**src/rtl/pfd_steer.sv**
```systemverilog
module pfd_steer #(
  parameter int SYNC_STAGES = 2
) (
  input  logic       clk,
  input  logic       rst_n,
  input  logic       fb_in,
  input  logic       ref_in,
  input  logic       dbl_en,
  output logic [1:0] drive,
  output logic       locked
);
  localparam int SW = SYNC_STAGES + 1;
  localparam logic [1:0] DRV_MID  = 2'b00;
  localparam logic [1:0] DRV_LOW  = 2'b01;
  localparam logic [1:0] DRV_HIGH = 2'b10;

  typedef enum logic [3:0] {
    ST_IDLE_N = 4'd1, ST_LAG    = 4'd2, ST_SLOW_A = 4'd3, ST_SLOW_B = 4'd4,
    ST_XN     = 4'd5, ST_IDLE_P = 4'd6, ST_LEAD   = 4'd7, ST_FAST_A = 4'd8,
    ST_FAST_B = 4'd9, ST_XP     = 4'd10
  } st_t;

  logic [SW-1:0] fb_sh, ref_sh;
  logic ev_p, ev_m;
  st_t  state, nxt;

  always_ff @(posedge clk or negedge rst_n)
    if (!rst_n) begin
      fb_sh  <= '0;
      ref_sh <= '0;
    end else begin
      fb_sh  <= {fb_sh[SW-2:0], fb_in};
      ref_sh <= {ref_sh[SW-2:0], ref_in};
    end

  assign ev_p = dbl_en ? (fb_sh[SW-2] ^ fb_sh[SW-1]) : (fb_sh[SW-2] & ~fb_sh[SW-1]);
  assign ev_m = ref_sh[SW-2] & ~ref_sh[SW-1];

  function automatic st_t on_plus(input st_t s);
    case (s)
      ST_IDLE_N, ST_IDLE_P: on_plus = ST_LEAD;
      ST_LEAD:              on_plus = ST_FAST_A;
      ST_FAST_A:            on_plus = ST_FAST_B;
      ST_FAST_B:            on_plus = ST_FAST_B;
      ST_XP:                on_plus = ST_FAST_A;
      ST_LAG:               on_plus = ST_IDLE_N;
      ST_SLOW_A:            on_plus = ST_XN;
      ST_SLOW_B:            on_plus = ST_SLOW_A;
      ST_XN:                on_plus = ST_IDLE_N;
      default:              on_plus = ST_IDLE_P;
    endcase
  endfunction

  function automatic st_t on_minus(input st_t s);
    case (s)
      ST_IDLE_N, ST_IDLE_P: on_minus = ST_LAG;
      ST_LAG:               on_minus = ST_SLOW_A;
      ST_SLOW_A:            on_minus = ST_SLOW_B;
      ST_SLOW_B:            on_minus = ST_SLOW_B;
      ST_XN:                on_minus = ST_SLOW_A;
      ST_LEAD:              on_minus = ST_IDLE_P;
      ST_FAST_A:            on_minus = ST_XP;
      ST_FAST_B:            on_minus = ST_FAST_A;
      ST_XP:                on_minus = ST_IDLE_P;
      default:              on_minus = ST_IDLE_P;
    endcase
  endfunction

  always_comb begin
    nxt = state;
    if (ev_p && !ev_m)      nxt = on_plus(state);
    else if (ev_m && !ev_p) nxt = on_minus(state);
  end

  always_ff @(posedge clk or negedge rst_n)
    if (!rst_n) state <= ST_IDLE_P;
    else        state <= nxt;

  always_comb begin
    case (state)
      ST_LEAD, ST_FAST_A, ST_FAST_B, ST_XP: drive = DRV_HIGH;
      ST_LAG, ST_SLOW_A, ST_SLOW_B, ST_XN:  drive = DRV_LOW;
      default:                              drive = DRV_MID;
    endcase
  end

  assign locked = (state == ST_IDLE_N) || (state == ST_IDLE_P) ||
                  (state == ST_LEAD)   || (state == ST_LAG);

  AST_STATE_LEGAL: assert property (@(posedge clk) disable iff (!rst_n)
    state inside {ST_IDLE_N, ST_LAG, ST_SLOW_A, ST_SLOW_B, ST_XN,
                  ST_IDLE_P, ST_LEAD, ST_FAST_A, ST_FAST_B, ST_XP});
  AST_NO_EVENT_HOLD: assert property (@(posedge clk) disable iff (!rst_n)
    (!ev_p && !ev_m) |=> $stable(state));
  AST_BOTH_CANCEL: assert property (@(posedge clk) disable iff (!rst_n)
    (ev_p && ev_m) |=> $stable(state));
  AST_MID_IS_LOCKED: assert property (@(posedge clk) disable iff (!rst_n)
    (drive == DRV_MID) |-> locked);
  AST_HIGH_FROM_PLUS: assert property (@(posedge clk) disable iff (!rst_n)
    $rose(drive == DRV_HIGH) |-> $past(ev_p && !ev_m));
  AST_LOW_FROM_MINUS: assert property (@(posedge clk) disable iff (!rst_n)
    $rose(drive == DRV_LOW) |-> $past(ev_m && !ev_p));
  AST_DRIVE_CODE: assert property (@(posedge clk) disable iff (!rst_n)
    drive != 2'b11);
endmodule

```
**config.mk**
```make
export PLATFORM = sky130hd
export DESIGN_NAME = pfd_steer
export DESIGN_NICKNAME = d
export VERILOG_FILES = /design/src/rtl/pfd_steer.sv
export SDC_FILE = /design/constraint.sdc
export NUM_CORES = 1
export LEC_CHECK = 0
export ABC_CLOCK_PERIOD_IN_PS = 1880
export BUFFER_PORTS_ARGS = -buffer_cell sky130_fd_sc_hd__buf_4
export CAP_MARGIN = 10
export CORE_AREA = 2 2 39 41
export CTS_CLUSTER_SIZE = 25
export DETAILED_ROUTE_END_ITERATION = 16
export DIE_AREA = 0 0 41 43
export HOLD_SLACK_MARGIN = 0.02
export PLACE_DENSITY = 0.7
export SLEW_MARGIN = 20
export SYNTH_ARGS = -nofsm -noshare
export SYNTH_HDL_FRONTEND = slang
export SYNTH_SLANG_ARGS = --single-unit
```
**constraint.sdc**
```tcl
create_clock -name clk -period 1.88 [get_ports clk]
set_input_delay 0.376 -clock clk [delete_from_list [all_inputs] [get_ports clk]]
set_output_delay 0.376 -clock clk [all_outputs]
set_load 0.01 [all_outputs]
```
======== Word-level counts from Yosys, hierarchy flattened ========
Memory sizes are Yosys's and may differ from the RTL's.
Index checks and enable logic that the tools add are counted.
word-level totals
  bits in registers ....................... 10
  memory bits (read-only) ................. 160
  logic and storage cells ................. 26
  memories kept ........................... 3
memories
  name              depth  bits a word  rd ports  clocked after Yosys merged registers in  write ports  line  RTL
  (name not given)  16     4            1         0                                        0            40    case (s)
  (name not given)  16     4            1         0                                        0            55    case (s)
  (name not given)  16     2            1         0                                        0            80    case (state)
operators by class
  equal/unequal tests ..................... 4
  multiplexer cells ....................... 3
  bitwise gates (word level) .............. 5
  reduce and logical (&&, ||, !) cells .... 8
operators by type and width
  operator              count
  $eq A4 B3 Y1 const B  2
  $mux W4               2
  $eq A4 B1 Y1 const B  1
  $eq A4 B2 Y1 const B  1
  $logic_or A1 B1 Y1    3
  $and A1 B1 Y1         2
  $logic_and A1 B1 Y1   2
  $logic_not A1 Y1      2
  $not A1 Y1            2
  $reduce_bool A2 Y1    1
  $mux W1               1
  $xor A1 B1 Y1         1

======== Longest topological paths before layout ========
Gate-level depths: netlist of the first run.
  depth after elaboration ................. 7
  gate-level depth with buffers ........... 10

======== Worst setup path after synthesis of the first run ========
No wires, ideal clock.
  path type ............................... reg-to-reg
  from .................................... register fb_sh[1]
  to ...................................... register state[0]
  library setup time ...................... 0.129 ns
  arrival time ............................ 1.552 ns
  setup slack ............................. 0.199 ns
  cell stages (with the launch flop) ...... 9
  path buffers ............................ 1
  period minus slack after synthesis ...... 1.681 ns
  cells stage by stage .................... dfrtp_1 -> ha_1 -> a21oi_1 -> ha_1 -> buf_6 -> mux2i_1 -> o21ai_0 -> a311oi_1 -> a21oi_1
between the ends
  word-level cells in the longest chain between the ends .. 5
RTL lines
  element                                         line  RTL
  start: declaration                              23    logic [SW-1:0] fb_sh, ref_sh;
  start signal: assignment                        32    fb_sh <= {fb_sh[SW-2:0], fb_in};
  $and A1 B1 Y1 or $xor A1 B1 Y1 (tied branches)  36    assign ev_p = dbl_en ? (fb_sh[SW-2] ^ fb_sh[SW-1]) : (fb_sh[SW-2] & ~fb_sh[SW-1]);
  $mux W1 (*)                                     36
  $logic_not A1 Y1                                72    else if (ev_m && !ev_p) nxt = on_minus(state);
  $logic_and A1 B1 Y1                             72
  $reduce_bool A2 Y1 (no line)                    n/a
  end signal: assignment                          77    else state <= nxt;
  end: declaration                                25    st_t state, nxt;
Every way passes the cells marked *; elsewhere a longest branch is shown, timed or not.
A chain may end at the register's enable or synchronous reset.

======== Worst setup path after layout of the first run ========
  from .................................... register state[1]
  to ...................................... register state[0]
between the ends
  word-level cells in the longest chain between the ends .. 3
RTL lines
  element         line  RTL
  $mem_v2 Z16 W4  n/a
  $mux W4         72
  $mux W4 (*)     71    if (ev_p && !ev_m) nxt = on_plus(state);
Every way passes the cells marked *; elsewhere a longest branch is shown, timed or not. The select of a mux whose other input is x is not followed.

==> reports/results.ini, run 1 <==
[status]
outcome=finished clean

[power]
power.density_nw_per_um2=1529
pwr-share-clk=0.145
ir_drop_v=0.0008451
swShare=0.4199
p_switching_mw=0.5543
combPwrFrac=0.581
p_leak_nw=0.4007
pwr-share-seq=0.273
power.internal_mw=0.7659

[worst_setup_path]
path_cells=inv_4, buf_4, buf_4, ha_2, mux2i_1, o21ai_1, a311oi_1, a21oi_1
slowest_delay_ps=600
end_kind=flip-flop
start_kind=flip-flop
crit_top_cell=buf_4
rr_worst_depth=8
critical_path.max_fanout=7
r2r_setup_slack_ps=10
critPathLaunch=state[1]
cp_data_required_time_ps=2020
crit_arrival_ps=2010
path_class=flip-flop to flip-flop
cp_slowest_cell=dfstp_2
r2r-start=state[1]

[floorplanning]
start_util=0.4846
core_area_sq_um=1384
die_width_microns=41
die-area_sq_um=1763
die_y_microns=43
ios=8
fp-row-count=14

[drt]
routed_wl_microns=1436
final_antenna_net_count=0
drt_iter0_markers=20
vias_per_cell=5.567
wl_per_cell_microns=14.80
firstDrtPassIters=4
drc=0
vias=540

[logic_synthesis]
synthCells=64
syn_area_sq_um=670.6
ys_seq_elements=10
synth.area.top_cells=dfrtp_1, ha_1, dfstp_2
synth_area_leader_cell=dfrtp_1
yosysWarnings=0
synth_area_per_cell_sq_um=10.48
netlist-cell-type-count=24
ys_seq_area_frac=0.3769
synth_top_area_frac=0.2985
synth_fp_nets=81

[final_layout]
fin_nets=99
fin_util=0.6239
drive_gt1_frac=0.4321
area_delta_synth_final_pct=28.73
nFillCells=116
n_antenna_cell=0
regArea_sq_um=254.0
multi_input_area_sq_um=402.9
final_area_sq_um=863.3

[hold_path]
hold_depth=1
hold_start=fb_in
hp-class=input port to flip-flop

[sta]
tightest_slew_ps=309.3
worst_slack_ps=9.743
fin_setup_tns_ps=0
fmax_mhz=534.7
fin_crit_sh=0.9948
finalHoldViolations=0
fin_hold_ws_ps=220.3
slew_viol_final=0
rsz0062_at_grt=yes
fin_crit_ps=1870
timing.slew.headroom=0.7925
finalSetupViolCount=0
fin_skew_ps=4.801

[grt]
grt_max_degree=11
antenna_found_initial=0
overflow=0
grt_pass1_vias=507
grt_pass1_wl_microns=2132
grt_usage=0.1811

[clock_tree]
cts.clk_slew.worst_paths_ps=70
clk_latency_ps=260
clock-root-buffer=clkbuf_4
cts_tree=built
cts_sinks=10
clock_path_buffers=2
h-tree-depth=1
cts_buffers=3

[place]
post_dp_cell_area_sq_um=735.7
portBuffers=7
hpwl_microns=910.3
dp_slack_ps=76.80
gp_congestion=0.8930

[run]
max-cap-violations=0

## metal layers
metal,vias up,global-route usage,part of all wire
met5,-,0,0
met3,0,0.03141,0.061
met1,253,0.2349,0.44
met4,0,0.08000,0
li1,262,-,-
met2,25,0.2813,0.49
## stage by stage
step | cells | power [mW]
after global routing | 97 | 1.434
after CTS | 93 | 1.188
final | 97 | 1.320
after floorplan | 64 | 0.7651
after global placement | 87 | 0.9461
after detailed placement | 87 | 0.9575
## sequential cells by signal, indices dropped and copies added, names as in the netlist
name / flops
fb_sh: 3
ref_sh: 3
state: 4
## area by class of cell
type | instances | area share
inverter | 8 | 0.04058
clock buffer | 4 | 0.04203
timing repair buffer | 15 | 0.1333
multi-input combinational | 44 | 0.4667
sequential | 10 | 0.2942
tap | 16 | 0.02319
## power by group through the flow
stage / sequential (mW) / clock, mW / combinational, mW
6_report: 0.361 / 0.192 / 0.767
5_1_grt: 0.367 / 0.212 / 0.855
3_3_place_gp: 0.361 / 0 / 0.585
4_1_cts: 0.351 / 0.200 / 0.637
3_5_place_dp: 0.360 / 0 / 0.598
2_1_floorplan: 0.334 / 0 / 0.431
## path summary, 6_finish.rpt
path | endpoint
worst max-delay path | state[0]
worst min-delay path | fb_sh[0]
worst max register to register | state[0]
worst min register to register | ref_sh[1]
max in group asynchronous | state[2]
min in group asynchronous | fb_sh[2]
## synthesized netlist by cell type
| cell | count |
|---|---|
| o21ai_0 | 2 |
| dfrtp_1 | 8 |
| a22oi_1 | 1 |
| o311ai_1 | 1 |
| inv_2 | 2 |
| nor2b_1 | 3 |
| o22ai_2 | 1 |
| buf_6 | 2 |
| a211oi_1 | 1 |
| mux2i_1 | 3 |
| o21ai_1 | 1 |
| o221ai_1 | 2 |
| dfstp_2 | 2 |
| a311oi_1 | 2 |
| nor2_1 | 4 |
| a32o_1 | 1 |
| nand3_1 | 1 |
| a21oi_1 | 5 |
| o41ai_1 | 1 |
| nand2_2 | 1 |
| ha_1 | 12 |
| nand2b_1 | 1 |
| nand2_1 | 1 |
| inv_1 | 6 |
## critical path: cells and delay by family, from the launching register on
family,cells,cell delay (ps)
AO/OA/AOI/OAI,3,470
adder cells (fa/ha/maj),1,170
buffers and inverters,3,340
flip-flops,1,600
multiplexers,1,150
## layout by cell type (no fill, tap or decap), types with 3 or more instances in the layout
| cell type | instances |
|---|---|
| ha_1 | 7 |
| nor2_1 | 4 |
| buf_4 | 14 |
| dfrtp_1 | 7 |
| clkbuf_4 | 3 |
| a21oi_1 | 3 |
| nor2b_1 | 3 |
| ha_2 | 4 |
| mux2i_1 | 3 |
| inv_1 | 4 |
## kinds of logic after synthesis
family / synth area share
AO/OA/AOI/OAI: 0.1940
adder cells (fa/ha/maj): 0.2239
AND/OR/NAND/NOR: 0.08209
buffers and inverters: 0.07836
flip-flops: 0.3769
multiplexers: 0.04478
## timing repair
action	4_1_cts	5_1_grt
pin swaps	0	4
hold buffers	1	0
setup buffers	1	4
endpoints found under the setup margin	2	5
resized for setup	2	12
hold endpoints to repair	8	0
Note: power is estimated with default switching activity, not from simulation.
==> run 2, diff against run 1 <==
--- a/config.mk
+++ b/config.mk
@@ -13,7 +13,7 @@
 export DETAILED_ROUTE_END_ITERATION = 16
 export DIE_AREA = 0 0 41 43
 export HOLD_SLACK_MARGIN = 0.02
-export PLACE_DENSITY = 0.7
+export PLACE_DENSITY_LB_ADDON = 0.25
 export SLEW_MARGIN = 20
 export SYNTH_ARGS = -nofsm -noshare
 export SYNTH_HDL_FRONTEND = slang
==> reports/results.ini, run 2 (same netlist as run 1, synthesis figures left out) <==
[final_layout]
final_common_cell=buf_4
largest_reg_flops=4  ; unchanged
area_delta_synth_final_pct=22.95
final_cell_mix=buf_4, ha_1, dfrtp_1, inv_1
nFillCells=113  ; -2.6%
reg_top3=state: 4 flops, fb_sh: 3 flops, ref_sh: 3 flops
n_antenna_cell=0  ; unchanged
regMostFlops=state
final_area_sq_um=824.5  ; -4.5%
fin_nets=98  ; -1.0%
drive_gt1_frac=0.3500  ; -0.08210

[power]
ir_drop_v=0.0006863  ; -19%
power.density_nw_per_um2=1498  ; -2.1%
p_leak_nw=0.3885  ; -3.0%

[sta]
fin_skew_ps=4.837  ; +0.03589 ps
tightest_slew_ps=271.6  ; -37.76 ps
fin_crit_sh=1.005  ; +0.01015
fin_setup_tns_ps=-9.342  ; -9.342 ps
fmax_mhz=529.3  ; -1.0%
slew_viol_final=0  ; unchanged
finalHoldViolations=0  ; unchanged
timing.slew.headroom=0.8166  ; +0.02405
rsz0062_at_grt=yes
finalSetupViolCount=1  ; +1
worst_slack_ps=-9.342  ; -19.08 ps
fin_crit_ps=1889  ; +19.08 ps

[grt]
overflow=0  ; unchanged
grt_pass1_wl_microns=1987  ; -6.8%
antenna_found_initial=0  ; unchanged
grt_usage=0.1692  ; -0.01186
grt_max_degree=16  ; +5
grt_pass1_vias=471  ; -7.1%

[floorplanning]
die-area_sq_um=1763  ; unchanged
die_width_microns=41  ; unchanged
core_area_sq_um=1384  ; unchanged
start_util=0.4846  ; unchanged
ios=8  ; unchanged
fp-row-count=14  ; unchanged
die_y_microns=43  ; unchanged

[worst_setup_path]
endpoint=drive[0]
r2r-start=state[1]
path_class=flip-flop to output pin
critical_path.max_fanout=4  ; -3
r2r_setup_slack_ps=30  ; +20 ps
rr_worst_depth=7  ; -1
start_kind=flip-flop
r2r-end=state[2]
crit_arrival_ps=1510  ; -500 ps
end_kind=output pin
critPathLaunch=state[1]
cp_data_required_time_ps=1500  ; -520 ps

[clock_tree]
cts_sinks=10  ; unchanged
cts_tree=built
cts_buffers=3  ; unchanged
clock_path_buffers=2  ; unchanged
cts.clk_slew.worst_paths_ps=60  ; about the same
clk_latency_ps=270  ; about the same
h-tree-depth=1  ; unchanged
clock-root-buffer=clkbuf_4

[drt]
vias=505  ; -6.5%
wl_per_cell_microns=12.95  ; -13%
firstDrtPassIters=4  ; unchanged
final_antenna_net_count=0  ; unchanged
vias_per_cell=5.260  ; -5.5%
routed_wl_microns=1243  ; -13%
drt_iter0_markers=16  ; -20%
drc=0  ; unchanged

[hold_path]
hp-class=input port to flip-flop
hold_start=ref_in

[status]
outcome=finished with violations
violations=negative setup slack

[place]
post_dp_cell_area_sq_um=735.7  ; unchanged
gp_congestion=0.8706  ; -2.5%
hpwl_microns=900.8  ; -1.0%
portBuffers=7  ; unchanged
dp_slack_ps=78.04  ; +1.242 ps

[run]
max-cap-violations=0  ; unchanged

## run 2: layout make-up
type | count | area [sq um] | share of cell area
Sequential cell | 10 | 255.2 | 0.3096
Inverter | 8 | 33.78 | 0.04097
Clock buffer | 4 | 36.28 | 0.04401
Tap cell | 16 | 20.02 | 0.02428
Multi-Input combinational cell | 44 | 371.6 | 0.4507
Timing Repair Buffer | 14 | 107.6 | 0.1305
## run 2: how the worst min path moves through the flow
stage / end / cells past startpoint
2_1_floorplan: fb_sh[0] / 0
3_3_place_gp: fb_sh[2] / 1
3_5_place_dp: state[3] / 1
4_1_cts: ref_sh[0] / 1
5_1_grt: ref_sh[0] / 1
6_report: ref_sh[0] / 1
## run 2: repair_timing
item,in CTS,in global routing
hold buffers,1,0
endpoints found under the setup margin,2,5
gates resized for setup,3,2
setup buffers,4,0
pin swaps,1,0
cloned,0,0
endpoints found under the hold margin,8,0
## run 2: per-layer routing
metal,track usage,part of all wire,up-vias,wire length [microns]
met2,0.2594,0.49,9,609
met4,0.04000,0,0,0
li1,-,-,259,-
met5,0,0,-,0
met1,0.2196,0.48,237,597
met3,0.06283,0.029,0,36
## run 2: metrics by stage
stage               hold WS (ps)  utilization  cells  total power [mW]
global placement           207.1       0.5316     87            0.9390
global route               200.7       0.5958     96             1.345
CTS                        210.8       0.5940     96             1.235
floorplan                  80.41            -     64            0.7651
finish                     216.4       0.5958     96             1.235
detailed placement         212.6       0.5316     87            0.9501
## run 2: where the power goes
part	switching (mW)	total, mW	internal [mW]	leakage (nW)
logic	0.350	0.685	0.335	0.254
registers	0.0748	0.356	0.281	0.114
clock network	0.0771	0.195	0.118	0.0210
total	0.501	1.23	0.734	0.389
## run 2: worst max-delay path, cell delays in order (launching register included)
cell,delay (ps)
dfstp_2,580
clkinvlp_4,130
ha_1,270
nor2b_1,120
buf_4,150
